[src/rtl/ilv_seq_pkg.sv]
package ilv_seq_pkg;
  localparam logic [4:0] ALT_MODE_CODE = 5'b01001;

  typedef enum logic [1:0] {
    ST_IDLE = 2'd0,
    ST_RUN  = 2'd1,
    ST_INJ  = 2'd2
  } seqState_t;

  typedef struct packed {
    logic kickStep;  // launch the current step on the master
    logic advStep;   // current step finished on both converters
    logic endSeq;    // finished step was the last one
    logic endGrp;    // finished step closes a discontinuous group
    logic abort;     // drop regular work on both converters
    logic injGo;     // issue an injected start
    logic ovrSet;    // regular trigger dropped
  } seqStrobe_t;
endpackage

[src/rtl/ilv_seq_ctrl.sv]
module ilv_seq_ctrl
  import ilv_seq_pkg::*;
(
  input  logic       clk,
  input  logic       rstN,
  input  logic       regTrig,
  input  logic       injEff,
  input  logic       injDone,
  input  logic       bothDone,
  input  logic       lastStep,
  input  logic       grpLast,
  input  logic       cfgDiscEn,
  output seqStrobe_t str,
  output logic       running
);
  seqState_t state, stateNxt;
  logic resumePend;

  always_comb begin
    str      = '0;
    stateNxt = state;
    unique case (state)
      ST_IDLE: begin
        if (injEff) begin
          str.injGo = 1'b1;
          stateNxt  = ST_INJ;
        end else if (regTrig) begin
          str.kickStep = 1'b1;
          stateNxt     = ST_RUN;
        end
      end
      ST_RUN: begin
        str.ovrSet = regTrig;
        if (injEff) begin
          str.abort = 1'b1;
          str.injGo = 1'b1;
          stateNxt  = ST_INJ;
        end else if (bothDone) begin
          str.advStep = 1'b1;
          if (lastStep) begin
            str.endSeq = 1'b1;
            stateNxt   = ST_IDLE;
          end else if (cfgDiscEn && grpLast) begin
            str.endGrp = 1'b1;
            stateNxt   = ST_IDLE;
          end else begin
            str.kickStep = 1'b1;
          end
        end
      end
      ST_INJ: begin
        str.ovrSet = regTrig;
        if (injDone) begin
          if (resumePend) begin
            str.kickStep = 1'b1;
            stateNxt     = ST_RUN;
          end else begin
            stateNxt = ST_IDLE;
          end
        end
      end
      default: stateNxt = ST_IDLE;
    endcase
  end

  always_ff @(posedge clk or negedge rstN) begin
    if (!rstN) begin
      state      <= ST_IDLE;
      resumePend <= 1'b0;
    end else begin
      state <= stateNxt;
      if (str.injGo)
        resumePend <= (state == ST_RUN) || regTrig;
      else if (state == ST_INJ && injDone)
        resumePend <= 1'b0;
    end
  end

  assign running = (state == ST_RUN);

  // a launched step always leaves the block in the regular running state
  p_kick_enters_run_r2: assert property (@(posedge clk) disable iff (!rstN)
    str.kickStep |=> running);

  // finishing an injected conversion that interrupted work resumes regular running
  p_resume_after_inj_r8: assert property (@(posedge clk) disable iff (!rstN)
    (state == ST_INJ && injDone && resumePend) |=> running);
endmodule

[src/rtl/ilv_seq_dp.sv]
module ilv_seq_dp
  import ilv_seq_pkg::*;
#(
  parameter int STEP_W = 4,
  parameter int DLY_W  = 4,
  parameter int GRP_W  = 3
) (
  input  logic              clk,
  input  logic              rstN,
  input  seqStrobe_t        str,
  input  logic              running,
  input  logic [STEP_W-1:0] cfgSeqLast,
  input  logic              cfgDiscEn,
  input  logic [GRP_W-1:0]  cfgDiscNum,
  input  logic [DLY_W-1:0]  cfgSlvDelay,
  input  logic [4:0]        cfgDualMode,
  input  logic [1:0]        cfgInjEdge,
  input  logic              cfgInjDiscMst,
  input  logic              cfgInjDiscSlv,
  input  logic              injTrigMst,
  input  logic              injTrigSlv,
  input  logic              mstDone,
  input  logic              slvDone,
  input  logic              ovrClr,
  output logic              bothDone,
  output logic              lastStep,
  output logic              grpLast,
  output logic              injEff,
  output logic              altActive,
  output logic              mstStart,
  output logic              slvStart,
  output logic              regAbort,
  output logic              injStartMst,
  output logic              injStartSlv,
  output logic              pairEoc,
  output logic              seqEos,
  output logic [STEP_W-1:0] stepIdx,
  output logic              ovrFlag
);
  localparam logic [DLY_W-1:0] DLY_ONE = DLY_W'(1);

  logic [GRP_W-1:0] grpCnt;
  logic [DLY_W-1:0] dlyCnt;
  logic             dlyAct;
  logic             mstSeen, slvSeen;
  logic             altTgl;
  logic             seenClr;

  assign altActive = (cfgDualMode == ALT_MODE_CODE) && (cfgInjEdge != 2'b00)
                     && !cfgInjDiscMst && !cfgInjDiscSlv;
  assign injEff    = altActive ? injTrigMst : (injTrigMst | injTrigSlv);
  assign bothDone  = (mstSeen | mstDone) & (slvSeen | slvDone);
  assign lastStep  = (stepIdx == cfgSeqLast);
  assign grpLast   = (grpCnt == cfgDiscNum);
  assign seenClr   = str.kickStep | str.abort | str.advStep;

  // slave start delay
  always_ff @(posedge clk or negedge rstN) begin
    if (!rstN) begin
      dlyAct   <= 1'b0;
      dlyCnt   <= '0;
      mstStart <= 1'b0;
      slvStart <= 1'b0;
    end else begin
      mstStart <= str.kickStep;
      slvStart <= (str.kickStep && cfgSlvDelay == '0)
                  || (dlyAct && dlyCnt == DLY_ONE && !str.abort);
      if (str.abort) begin
        dlyAct <= 1'b0;
      end else if (str.kickStep) begin
        dlyAct <= (cfgSlvDelay != '0);
        dlyCnt <= cfgSlvDelay;
      end else if (dlyAct) begin
        dlyCnt <= dlyCnt - DLY_ONE;
        if (dlyCnt == DLY_ONE) dlyAct <= 1'b0;
      end
    end
  end

  // completion tracking and sequence position
  always_ff @(posedge clk or negedge rstN) begin
    if (!rstN) begin
      mstSeen <= 1'b0;
      slvSeen <= 1'b0;
      stepIdx <= '0;
      grpCnt  <= '0;
      pairEoc <= 1'b0;
      seqEos  <= 1'b0;
    end else begin
      pairEoc <= str.advStep;
      seqEos  <= str.endSeq;
      if (seenClr) begin
        mstSeen <= 1'b0;
        slvSeen <= 1'b0;
      end else if (running) begin
        mstSeen <= mstSeen | mstDone;
        slvSeen <= slvSeen | slvDone;
      end
      if (str.advStep) begin
        stepIdx <= str.endSeq ? '0 : stepIdx + STEP_W'(1);
        grpCnt  <= (str.endSeq || str.endGrp || !cfgDiscEn) ? '0 : grpCnt + GRP_W'(1);
      end
    end
  end

  // injected steering, abort and overrun
  always_ff @(posedge clk or negedge rstN) begin
    if (!rstN) begin
      regAbort    <= 1'b0;
      injStartMst <= 1'b0;
      injStartSlv <= 1'b0;
      altTgl      <= 1'b0;
      ovrFlag     <= 1'b0;
    end else begin
      regAbort    <= str.abort;
      injStartMst <= str.injGo && (altActive ? !altTgl : injTrigMst);
      injStartSlv <= str.injGo && (altActive ? altTgl : injTrigSlv);
      if (!altActive)     altTgl <= 1'b0;
      else if (str.injGo) altTgl <= !altTgl;
      if (str.ovrSet)     ovrFlag <= 1'b1;
      else if (ovrClr)    ovrFlag <= 1'b0;
    end
  end

  // an aborted step never reports completion in the same cycle
  p_abort_no_eoc_r7: assert property (@(posedge clk) disable iff (!rstN)
    regAbort |-> !pairEoc);

  // the group position stays inside the programmed group while grouping is on
  p_grp_bound_r5: assert property (@(posedge clk) disable iff (!rstN)
    (cfgDiscEn && $stable(cfgDiscNum) && $stable(cfgDiscEn) && grpCnt <= cfgDiscNum)
      |=> grpCnt <= cfgDiscNum);
endmodule

[src/rtl/ilv_trig_seq.sv]
module ilv_trig_seq
  import ilv_seq_pkg::*;
#(
  parameter int STEP_W = 4,
  parameter int DLY_W  = 4,
  parameter int GRP_W  = 3
) (
  input  logic              clk,
  input  logic              rstN,
  input  logic [STEP_W-1:0] cfgSeqLast,
  input  logic              cfgDiscEn,
  input  logic [GRP_W-1:0]  cfgDiscNum,
  input  logic [DLY_W-1:0]  cfgSlvDelay,
  input  logic [4:0]        cfgDualMode,
  input  logic [1:0]        cfgInjEdge,
  input  logic              cfgInjDiscMst,
  input  logic              cfgInjDiscSlv,
  input  logic              regTrig,
  input  logic              injTrigMst,
  input  logic              injTrigSlv,
  input  logic              mstDone,
  input  logic              slvDone,
  input  logic              injDone,
  input  logic              ovrClr,
  output logic              mstStart,
  output logic              slvStart,
  output logic              regAbort,
  output logic              injStartMst,
  output logic              injStartSlv,
  output logic              pairEoc,
  output logic              seqEos,
  output logic [STEP_W-1:0] stepIdx,
  output logic              ovrFlag,
  output logic              altActive
);
  seqStrobe_t str;
  logic running, bothDone, lastStep, grpLast, injEff;

  ilv_seq_ctrl u_ctrl (
    .clk       (clk),
    .rstN      (rstN),
    .regTrig   (regTrig),
    .injEff    (injEff),
    .injDone   (injDone),
    .bothDone  (bothDone),
    .lastStep  (lastStep),
    .grpLast   (grpLast),
    .cfgDiscEn (cfgDiscEn),
    .str       (str),
    .running   (running)
  );

  ilv_seq_dp #(
    .STEP_W (STEP_W),
    .DLY_W  (DLY_W),
    .GRP_W  (GRP_W)
  ) u_dp (
    .clk           (clk),
    .rstN          (rstN),
    .str           (str),
    .running       (running),
    .cfgSeqLast    (cfgSeqLast),
    .cfgDiscEn     (cfgDiscEn),
    .cfgDiscNum    (cfgDiscNum),
    .cfgSlvDelay   (cfgSlvDelay),
    .cfgDualMode   (cfgDualMode),
    .cfgInjEdge    (cfgInjEdge),
    .cfgInjDiscMst (cfgInjDiscMst),
    .cfgInjDiscSlv (cfgInjDiscSlv),
    .injTrigMst    (injTrigMst),
    .injTrigSlv    (injTrigSlv),
    .mstDone       (mstDone),
    .slvDone       (slvDone),
    .ovrClr        (ovrClr),
    .bothDone      (bothDone),
    .lastStep      (lastStep),
    .grpLast       (grpLast),
    .injEff        (injEff),
    .altActive     (altActive),
    .mstStart      (mstStart),
    .slvStart      (slvStart),
    .regAbort      (regAbort),
    .injStartMst   (injStartMst),
    .injStartSlv   (injStartSlv),
    .pairEoc       (pairEoc),
    .seqEos        (seqEos),
    .stepIdx       (stepIdx),
    .ovrFlag       (ovrFlag)
  );

  // end of sequence comes with the joint completion and a rewound index
  p_eos_with_eoc_r4: assert property (@(posedge clk) disable iff (!rstN)
    seqEos |-> (pairEoc && stepIdx == '0));

  // the overrun flag holds until it is cleared
  p_ovr_sticky_r6: assert property (@(posedge clk) disable iff (!rstN)
    (ovrFlag && !ovrClr) |=> ovrFlag);

  // a clear with no trigger drops the flag
  p_ovr_clear_r6: assert property (@(posedge clk) disable iff (!rstN)
    (ovrClr && !regTrig) |=> !ovrFlag);

  // every abort travels with an injected start
  p_abort_has_inj_r7: assert property (@(posedge clk) disable iff (!rstN)
    regAbort |-> (injStartMst || injStartSlv));

  // alternate mode never starts both injected conversions at once
  p_alt_single_r12: assert property (@(posedge clk) disable iff (!rstN)
    (altActive && $stable(altActive)) |-> !(injStartMst && injStartSlv));
endmodule

[config.mk]
export PLATFORM = sky130hd
export DESIGN_NAME = ilv_trig_seq
export DESIGN_NICKNAME = d
export VERILOG_FILES = /design/src/rtl/ilv_seq_pkg.sv /design/src/rtl/ilv_seq_ctrl.sv /design/src/rtl/ilv_seq_dp.sv /design/src/rtl/ilv_trig_seq.sv
export SDC_FILE = /design/constraint.sdc
export NUM_CORES = 1
export LEC_CHECK = 0
export ABC_AREA = 1
export BUFFER_PORTS_ARGS = -buffer_cell sky130_fd_sc_hd__buf_4
export CAP_MARGIN = 10
export CORE_UTILIZATION = 50
export DETAILED_ROUTE_END_ITERATION = 8
export MAX_ROUTING_LAYER = met4
export PLACE_DENSITY = 0.77
export SYNTH_ARGS = -nofsm -noshare
export SYNTH_HDL_FRONTEND = slang
export SYNTH_SLANG_ARGS = --single-unit
[constraint.sdc]
create_clock -name clk -period 2.1 [get_ports clk]
set_input_delay 0.315 -clock clk [delete_from_list [all_inputs] [get_ports clk]]
set_output_delay 0.315 -clock clk [all_outputs]
set_load 0.05 [all_outputs]
; ---- Word level (Yosys, flattened, before mapping)
; Index checks and enable logic that the tools add are counted.
[op_classes]
magnitude_cmp = 0
addsub = 3
mux = 47
n_eq_ne = 11
n_mul = 0
div = 0
reduce_logical = 30
bitwise_logic = 7
n_shift = 0
[ops]
columns = cell, n
row1 = $mux 1, 29
row2 = $mux 4, 6
row3 = $mux 2, 8
row4 = $logic_and 1x1->1, 10
row5 = $reduce_bool 2->1, 5
row6 = $pmux 2 s3, 1
row7 = $eq 5x4->1 const B, 1
row8 = $logic_not 1->1, 5
row9 = $or 1x1->1, 5
row10 = $add 4x1->4 const B, 1
row11 = $eq 4x1->1 const B, 1
row12 = $eq 4x4->1, 1
row13 = $logic_not 4->1, 1
row14 = $logic_or 1x1->1, 4
row15 = $ne 4x1->1 const B, 1
row16 = $reduce_and 4->1, 1
row17 = $reduce_bool 4->1, 1
row18 = $sub 4x1->4 const B, 1
row19 = $add 3x1->3 const B, 1
row20 = $eq 3x3->1, 1
row21 = $mux 3, 1
row22 = $ne 3x1->1 const B, 1
row23 = $ne 3x3->1 const B, 1
row24 = $pmux 1 s3, 1
row25 = other kinds (10), 10
[word_totals]
word_cells = 115
inputBits = 30
output_inout_bits = 13
latch_bits = 0
reg_bits = 26
ramBits = 0
mem_bits_ro = 0
memories = 0

; ---- Longest topological paths before layout
; Gate-level depths: netlist of run 1.
[logic_depth]
word_depth = 10
ltp_mapped = 14
depth_no_buf = 14

; ---- By module
; A second synthesis of run 1 with hierarchy kept.
[hier_totals]
cells_unflattened = 200
area_unflattened_um2 = 1532.7
[modules_own_cells]
columns = module, cells_each, area_each_um2, n_inst, seq_area_each_um2
row1 = ilv_seq_dp, 147, 1192.4, 1, 575.6
row2 = ilv_seq_ctrl, 53, 340.3, 1, 75.1

; ---- Least setup slack after synthesis of run 1
; No wires, ideal clock.
[synth_timing]
path_type = flip-flop to flip-flop
from = reg u_dp.stepIdx[1]
to = reg u_dp.dlyCnt[0]
slack_ns = 0.311
arrival_ns = 1.724
path_stages_with_launch = 15
t_required_ns = 2.035
setup_time_ns = 0.065
n_path_buf = 0
synth_period_minus_slack_ns = 1.789
path_cell_list = dfrtp_1 > inv_1 > nand2_1 > nand2_1 > nor2_1 > nand2_2 > nand2_1 > nor2_1 > nand3_2 > nand3_4 > nand2_4 > nand2_1 > nand2_1 > nand2_1 > nand2_1
[synth_between]
elab_chain_cells = 7
word_cells_on_any_way = 8
cone_classes = eq/ne (1) / mux (5) / reduce/logical (2)
[synth_lines]
columns = element, line_no
row1 = "start, declared", ilv_seq_dp.sv:37  ; output logic [STEP_W-1:0] stepIdx,
row2 = "start signal, assigned", ilv_seq_dp.sv:100  ; stepIdx <= str.endSeq ? '0 : stepIdx + STEP_W'(1);
row3 = $eq 4x4->1 *, ilv_seq_dp.sv:53  ; assign lastStep = (stepIdx == cfgSeqLast);
row4 = $mux 1 *, ilv_seq_ctrl.sv:40  ; if (lastStep) begin
row5 = $mux 4 *, ilv_seq_ctrl.sv:38  ; end else if (bothDone) begin
row6 = $mux 4 *, ilv_seq_ctrl.sv:34  ; if (injEff) begin
row7 = $pmux 1 s3 *, ilv_seq_ctrl.sv:22  ; unique case (state)
row8 = $reduce_bool 2->1 (no line), --
row9 = $reduce_and 2->1 (no line), --
row10 = "end signal, assigned", ilv_seq_dp.sv:72  ; dlyCnt <= cfgSlvDelay;
row11 = "end signal, assigned", ilv_seq_dp.sv:74  ; dlyCnt <= dlyCnt - DLY_ONE;
row12 = "end, declared", ilv_seq_dp.sv:43  ; logic [DLY_W-1:0] dlyCnt;
; Mark *: on every way between the ends. The rest lies on a longest branch, timed or not.
; A chain may end at the register's enable or synchronous reset.

; ---- Final worst setup path of run 1
[layout_timing]
from = reg u_dp.stepIdx[1]
to = reg u_dp.dlyCnt[3]
; Same word-level chain as after synthesis.

==> metrics.cfg, run 1 <==
[route]
post-route-drc-count=0
final_antenna_net_count=0
post_drt_via_cell_ratio=4.650
drt_iter0_drc=64
drtPass1Iterations=4
finalWirelength_um=3084
vias=1423
wl_per_cell_um=10.08

[cts]
cts_resized=0
cts_sinks=26
clock-root-buffer=clkbuf_4
clkLatencyLatePin_ns=0.32
cts_made_buffers=3
clockBufferDepth=2
cts_tree=done
cts_htree_levels=1
clk_pin_slew_ns=0.14

[floorplanning]
num_rows=20
io_pins=43
die_x_um=58.31
die_h_um=58.31
die-area_um2=3399
fp.coreArea_um2=3028
start_util_pct=52.36

[critical_path]
crit_slowest_cell=dfrtp_1
critPathCaptureType=flop
crit_required_ns=2.33
crit_type=flop to flop
crit_family=simple AND/OR/NAND/NOR gates
critPathMaxFanout=8
cp.arrival_ns=1.97
cp_cell_sequence=inv_1, nand2_1, nand2_1, nor2_1, nand2_2, nand2_1, nor2_1, nand3_2, nand3_4, nand2_4, nand2_1, nand2_1, nand2_1, nand2_1
timing.critical_path.mode_cell=nand2_1
cp-start-kind=flop
crit_path_max_incr_delay_ns=0.45
crit_buf_inv=1

[logic_synthesis]
synth-simple-area-share_pct=30.23
ys_warn_count=0
syn_nets=252
ys_top_cells_by_count=nand2_1, inv_1, dfrtp_1
synth_area_um2=1585
synth.avg_cell_area_um2=7.408
synthCells=214
synthMuxAreaShare_pct=0
synthAdderAreaFrac_pct=6.314
yosysSeqAreaShare_pct=41.04
synth-main-ff-cell=dfrtp_1
synth_seq_cells=26
synth_edf_count=0
synth.distinct_cells=26
synth.top_cell.area_share_pct=41.04
synth_xor_area_share_pct=1.105
synthMostInstantiatedCell=nand2_1
synth_top_area_cell=dfrtp_1
synth_compound_area_share_pct=10.89
async_reset_ff_share_pct=100.0
synth_area_leaders=dfrtp_1, nand2_1, inv_1, ha_1, nor2_1
synth_top_family_by_area=simple AND/OR/NAND/NOR gates

[global_route]
grt_max_degree=27
grt_pass1_vias=1271
grt_pass1_wl_um=5319
antenna_found_initial=0
grt_usage_pct=20.85
gr-total-overflow=0

[placement]
pre_cts_slack_ns=0.3315
dpl_cell_area_um2=1963
globalplace.congestion=0.8239
dp_hpwl_um=2435
port_buffers=42

[sta]
final_max_slew_viol_count=0
max_freq_mhz=574.6
finClkSkew_ns=0.002324
fin_ws_ns=0.3596
rsz0062_at_grt=false
setup_viol=0
worst_slew_pin_slew_ns=0.4123
setup_tns_ns=0
hold_viol=0
finalCriticalPeriod_ns=1.740
post-route-period-util_pct=82.87
max-slew-margin-rel_pct=72.33

[layout]
stdcell_area_um2=2026
drive_gt1_share_pct=24.43
fillers=272
final_core_util_pct=66.90
nets=301
area_growth_pct=27.78
antenna_cells=0

[power]
p_per_area_nw_per_um2=1228
ir_drop_mv=0.4975
p_leak_nw=1.136

[run]
maxCapViolCount=0

[min_path]
holdCritPathClass=input pin to flop

[run_status]
outcome=finished, final reports clean

## final timing paths
kind | startpoint | endpoint | slack (ns) | cells after the start
hold / removal | ovrClr | u_dp.ovrFlag$_DFFE_PN0P_ | 0.16 | 2
setup reg to reg | u_dp.stepIdx[1]$_DFFE_PN0P_ | u_dp.dlyCnt[3]$_DFFE_PN0P_ | 0.36 | 14
max in group asynchronous | rstN | u_ctrl.resumePend$_DFFE_PN0P_ | 1.43 | 2
hold reg to reg | u_dp.dlyCnt[1]$_DFFE_PN0P_ | u_dp.dlyCnt[1]$_DFFE_PN0P_ | 0.50 | 2
setup / recovery | u_dp.stepIdx[1]$_DFFE_PN0P_ | u_dp.dlyCnt[3]$_DFFE_PN0P_ | 0.36 | 14
min in group asynchronous | rstN | u_dp.slvStart$_DFF_PN0_ | 0.43 | 2
## registers in the layout, summed over array words and instances (netlist names), 2 cells and up
name and flops:
u_dp.dlyCnt 4, u_dp.stepIdx 4, u_dp.grpCnt 3, u_ctrl.state 2
## cells in the final DEF (no fill, tap or decap)
master and n:
clkbuf_4 3, nand3_4 1, nor4_1 1, ha_1 8
dfrtp_1 26, nor3_2 1, o22ai_1 2, nand2_1 62
a21oi_4 2, o211ai_1 1, nand3_1 12, nor3_1 1
o21ai_1 1, a21oi_1 10, dlygate4sd3_1 1, nand2_4 1
inv_2 4, bufinv_16 1, inv_1 38, nand3_2 3
or2_1 1, buf_4 44, o31ai_1 1, a31oi_1 2
nor2_2 3, nand2_2 1, o21ai_0 9, xor2_1 2
nor2_1 20
## logic make-up after synthesis
| kind of cell | count (synthesis) |
|---|---|
| compound gates | 28 |
| xor+xnor | 2 |
| fa+ha+maj | 8 |
| buf+inv | 43 |
| flops | 26 |
| simple gates | 107 |
## area by class of cell
| cell class | instances | area [µm²] | area share, % |
|---|---|---|---|
| well taps | 44 | 55.05 | 2.718 |
| flip-flops and latches | 26 | 650.6 | 32.12 |
| repair buffers | 45 | 340.3 | 16.80 |
| clock buffers | 3 | 22.52 | 1.112 |
| multi-input cells | 145 | 769.5 | 37.99 |
| inverters | 42 | 157.7 | 7.783 |
| clock inverters | 1 | 30.03 | 1.482 |
## power breakdown
| part | leakage, nW | internal (mW) | switching [mW] |
|---|---|---|---|
| registers | 0.328 | 0.690 | 0.135 |
| clock network | 0.0279 | 0.193 | 0.149 |
| logic | 0.780 | 0.460 | 0.860 |
| total | 1.14 | 1.34 | 1.14 |
## what timing repair did
action	CTS	global route
buffers inserted	0	0
hold buffers	1	0
setup endpoints to repair	0	0
hold endpoints to repair	26	0
## per-stage QoR
stage	std cells	total power [mW]	hold WS (ns)
floorplan	214	1.798	0.01941
global placement	301	2.127	0.2415
detailed placement	301	2.159	0.2436
CTS	306	2.505	0.1616
global route	306	2.731	0.1568
finish	306	2.487	0.1650
## metal layers
layer	GRT usage, %	up-vias	wire, µm
met2	34.98	25	1482
met4	6.122	0	40
li1	-	766	-
met5	-	-	0
met1	26.86	627	1459
met3	2.198	5	101
No activity file was read; power rests on OpenSTA's default activity.
==> run 2: changes to the inputs <==
- ABC_AREA: 1 -> 0
- CORE_UTILIZATION: 50 -> 46
- PLACE_DENSITY: 0.77 -> 0.75
- clock period: 2.1 -> 1.5 ns (I/O delays scaled with it)
==> metrics.cfg, run 2 <==
[sta]
hold_viol=0  ; unchanged
setup_viol=17  ; +17
max_freq_mhz=532.4  ; -7.3%
worst_slew_pin_slew_ns=0.6236  ; +0.2113 ns
finalCriticalPeriod_ns=1.878  ; +0.1380 ns
final_max_slew_viol_count=0  ; unchanged
post-route-period-util_pct=125.2  ; +42 points
rsz0062_at_grt=true
setup_tns_ns=-4.152  ; -4.152 ns
fin_ws_ns=-0.3784  ; -0.7380 ns
max-slew-margin-rel_pct=57.84  ; -14 points
finClkSkew_ns=0.01915  ; +0.01682 ns

[route]
final_antenna_net_count=0  ; unchanged
drt_iter0_drc=76  ; +19%
post_drt_via_cell_ratio=5.428  ; +17%
drtPass1Iterations=4  ; unchanged
post-route-drc-count=0  ; unchanged
wl_per_cell_um=14.60  ; +45%
finalWirelength_um=4133  ; +34%
vias=1536  ; +7.9%

[critical_path]
rr_endpoint=u_dp.dlyCnt[1]$_DFFE_PN0P_
crit_required_ns=1.77  ; -0.56 ns
cp-start-kind=flop
crit_path_max_incr_delay_ns=0.44  ; about the same
timing.critical_path.mode_cell=nand4_1
rr_startpoint=u_dp.stepIdx[1]$_DFFE_PN0P_
cp.arrival_ns=2.15  ; +0.18 ns
crit_buf_inv=1  ; unchanged
critPathCaptureType=flop
crit_family=simple AND/OR/NAND/NOR gates
reg2reg_depth=7  ; -7
critPathMaxFanout=7  ; -1
cp_cell_sequence=xnor2_1, nand4_1, nand4_1, a311o_2, inv_8, or3_1, nand4_1
crit_slowest_cell=dfrtp_2
crit_type=flop to flop
ff2ff_setup_slack_ns=-0.38  ; -0.74 ns

[power]
p_per_area_nw_per_um2=1596  ; +30%
ir_drop_mv=1.030  ; +110%
p_leak_nw=1.151  ; +1.3%

[cts]
clkLatencyLatePin_ns=0.34  ; +0.02 ns
cts_sinks=26  ; unchanged
cts_made_buffers=3  ; unchanged
clk_pin_slew_ns=0.16  ; +0.02 ns
cts_tree=done
clock-root-buffer=clkbuf_4
clockBufferDepth=2  ; unchanged
cts_htree_levels=1  ; unchanged

[logic_synthesis]
ys_top_cells_by_count=dfrtp_1, nand2_1, a21oi_1, inv_1
synth_edf_count=0  ; unchanged
synth_compound_area_share_pct=15.86  ; +5.0 points
synth_top_area_cell=dfrtp_1
synth_area_um2=1499  ; -5.4%
synth.avg_cell_area_um2=9.547  ; +29%
synthAdderAreaFrac_pct=6.678  ; +0.36 points
synth_xor_area_share_pct=4.674  ; +3.6 points
synthMuxAreaShare_pct=3.506  ; +3.5 points
syn_nets=195  ; -23%
async_reset_ff_share_pct=100.0  ; unchanged
ys_warn_count=0  ; unchanged
synth.top_cell.area_share_pct=43.41  ; +2.4 points
synth_area_leaders=dfrtp_1, ha_1, xnor2_1, a21oi_1, nand2_1
synth-simple-area-share_pct=20.03  ; -10 points
synthCells=157  ; -27%
synth.distinct_cells=42  ; +62%
synth_seq_cells=26  ; unchanged
yosysSeqAreaShare_pct=43.41  ; +2.4 points
synth-main-ff-cell=dfrtp_1
synthMostInstantiatedCell=dfrtp_1
synth_top_family_by_area=simple AND/OR/NAND/NOR gates

[placement]
globalplace.congestion=0.9381  ; +14%
dp_hpwl_um=2723  ; +12%
pre_cts_slack_ns=-0.4852  ; -0.8167 ns
port_buffers=42  ; unchanged
place_inst=267  ; -11%

[global_route]
gr-total-overflow=0  ; unchanged
antenna_found_initial=0  ; unchanged
grt_usage_pct=24.02  ; +3.2 points
grt_max_degree=27  ; unchanged
grt_pass1_wl_um=6127  ; +15%
grt_pass1_vias=1414  ; +11%

[min_path]
min_to=u_dp.ovrFlag$_DFFE_PN0P_
whs_path_depth=2  ; unchanged
holdCritPathClass=input pin to flop
min_from=ovrClr

[floorplanning]
die_x_um=59.09  ; +1.3%
num_rows=20  ; unchanged
io_pins=43  ; unchanged
start_util_pct=48.70  ; -3.7 points
die-area_um2=3491  ; +2.7%
fp.coreArea_um2=3078  ; +1.7%
die_h_um=59.09  ; +1.3%

[layout]
drive_gt1_share_pct=51.46  ; +27 points
fillers=199  ; -27%
seq_area_um2=655.6  ; +0.77%
largestRegisters=u_dp.dlyCnt x4, u_dp.stepIdx x4, u_dp.grpCnt x3
area_growth_pct=57.93
final_core_util_pct=76.91  ; +10 points
nets=278  ; -7.6%
final_cell_mix=buf_4, dfrtp_1, nand2_1
layout_commonest_cell=buf_4
final_cells=283  ; -7.5%
antenna_cells=0  ; unchanged
multi_input_area_um2=895.9  ; +16%

[run]
maxCapViolCount=0  ; unchanged

[run_status]
outcome=complete, but fails checks
violations=negative setup slack

## run 2: cell types whose count changed after synthesis, moves of 3 or more
cell | before | now
nand3_1 | 12 | 9
nor2_1 | 20 | 9
clkbuf_1 | 0 | 3
mux2i_1 | 0 | 3
inv_1 | 38 | 10
nand2_1 | 62 | 13
nor2_2 | 3 | 0
xnor2_1 | 0 | 8
nand2b_1 | 0 | 4
nor2b_1 | 0 | 4
nand3_2 | 3 | 0
inv_2 | 4 | 0
nand4_1 | 0 | 5
## run 2: how the worst max path moves through the flow
stage | cells past startpoint | endpoint | slack (ns) | startpoint
floorplan | 8 | u_dp.dlyCnt[1]$_DFFE_PN0P_ | -0.32 | u_dp.stepIdx[3]$_DFFE_PN0P_
global placement | 8 | u_dp.dlyCnt[1]$_DFFE_PN0P_ | -0.39 | cfgInjEdge[1]
detailed placement | 8 | u_dp.dlyCnt[1]$_DFFE_PN0P_ | -0.49 | cfgInjEdge[1]
CTS | 6 | u_dp.dlyCnt[3]$_DFFE_PN0P_ | -0.30 | u_dp.stepIdx[0]$_DFFE_PN0P_
global route | 7 | u_dp.dlyCnt[1]$_DFFE_PN0P_ | -0.46 | u_dp.grpCnt[2]$_DFFE_PN0P_
finish | 7 | u_dp.dlyCnt[1]$_DFFE_PN0P_ | -0.38 | u_dp.stepIdx[1]$_DFFE_PN0P_
## run 2: area by class of cell
class | count | share of cell area, %
Multi-Input combinational cell | 114 | 37.84
Timing Repair Buffer | 84 | 28.54
Sequential cell | 26 | 27.70
Tap cell | 44 | 2.326
Inverter | 11 | 2.061
Clock buffer | 4 | 1.533
## run 2: metrics by stage
stage / hold WS [ns] / total power [mW] / instance area [µm²]
2_1_floorplan: -0.07059 / 2.245 / 1510
3_3_place_gp: 0.1463 / 2.880 / 2066
3_5_place_dp: 0.1521 / 2.976 / 2066
4_1_cts: 0.07844 / 3.503 / 2220
5_1_grt: 0.06497 / 4.011 / 2367
6_report: 0.07208 / 3.779 / 2367
## run 2: timing repair
item                                   in CTS  in global routing
gates resized for setup                    17                 26
cloned                                      0                  0
hold buffers                                1                  0
pin swaps                                  13                  7
buffers inserted                            7                 10
setup endpoints to repair                  16                 22
endpoints found under the hold margin      26                  0
## run 2: layer usage
layer  track usage, %  wire length, µm
met2            41.56             2107
met3            3.930              256
met4            9.524              129
met1            27.70             1639
met5                -                0
## run 2: cells by family (layout without fill, tap and decap cells)
| kind of cell | after synthesis | in the layout |
|---|---|---|
| simple gates | 57 | 57 |
| compound gates | 36 | 36 |
| flops | 26 | 26 |
| buf+inv | 17 | 99 |
| fa+ha+maj | 8 | 8 |
| xor+xnor | 8 | 8 |
| mux | 5 | 5 |
## run 2: power breakdown
group          total [mW]  internal (mW)  switching (mW)  leakage [nW]
combinational        2.30           1.11            1.19         0.800
clock               0.375          0.149           0.226        0.0210
sequential           1.10          0.928           0.175         0.330
total                3.78           2.19            1.59          1.15
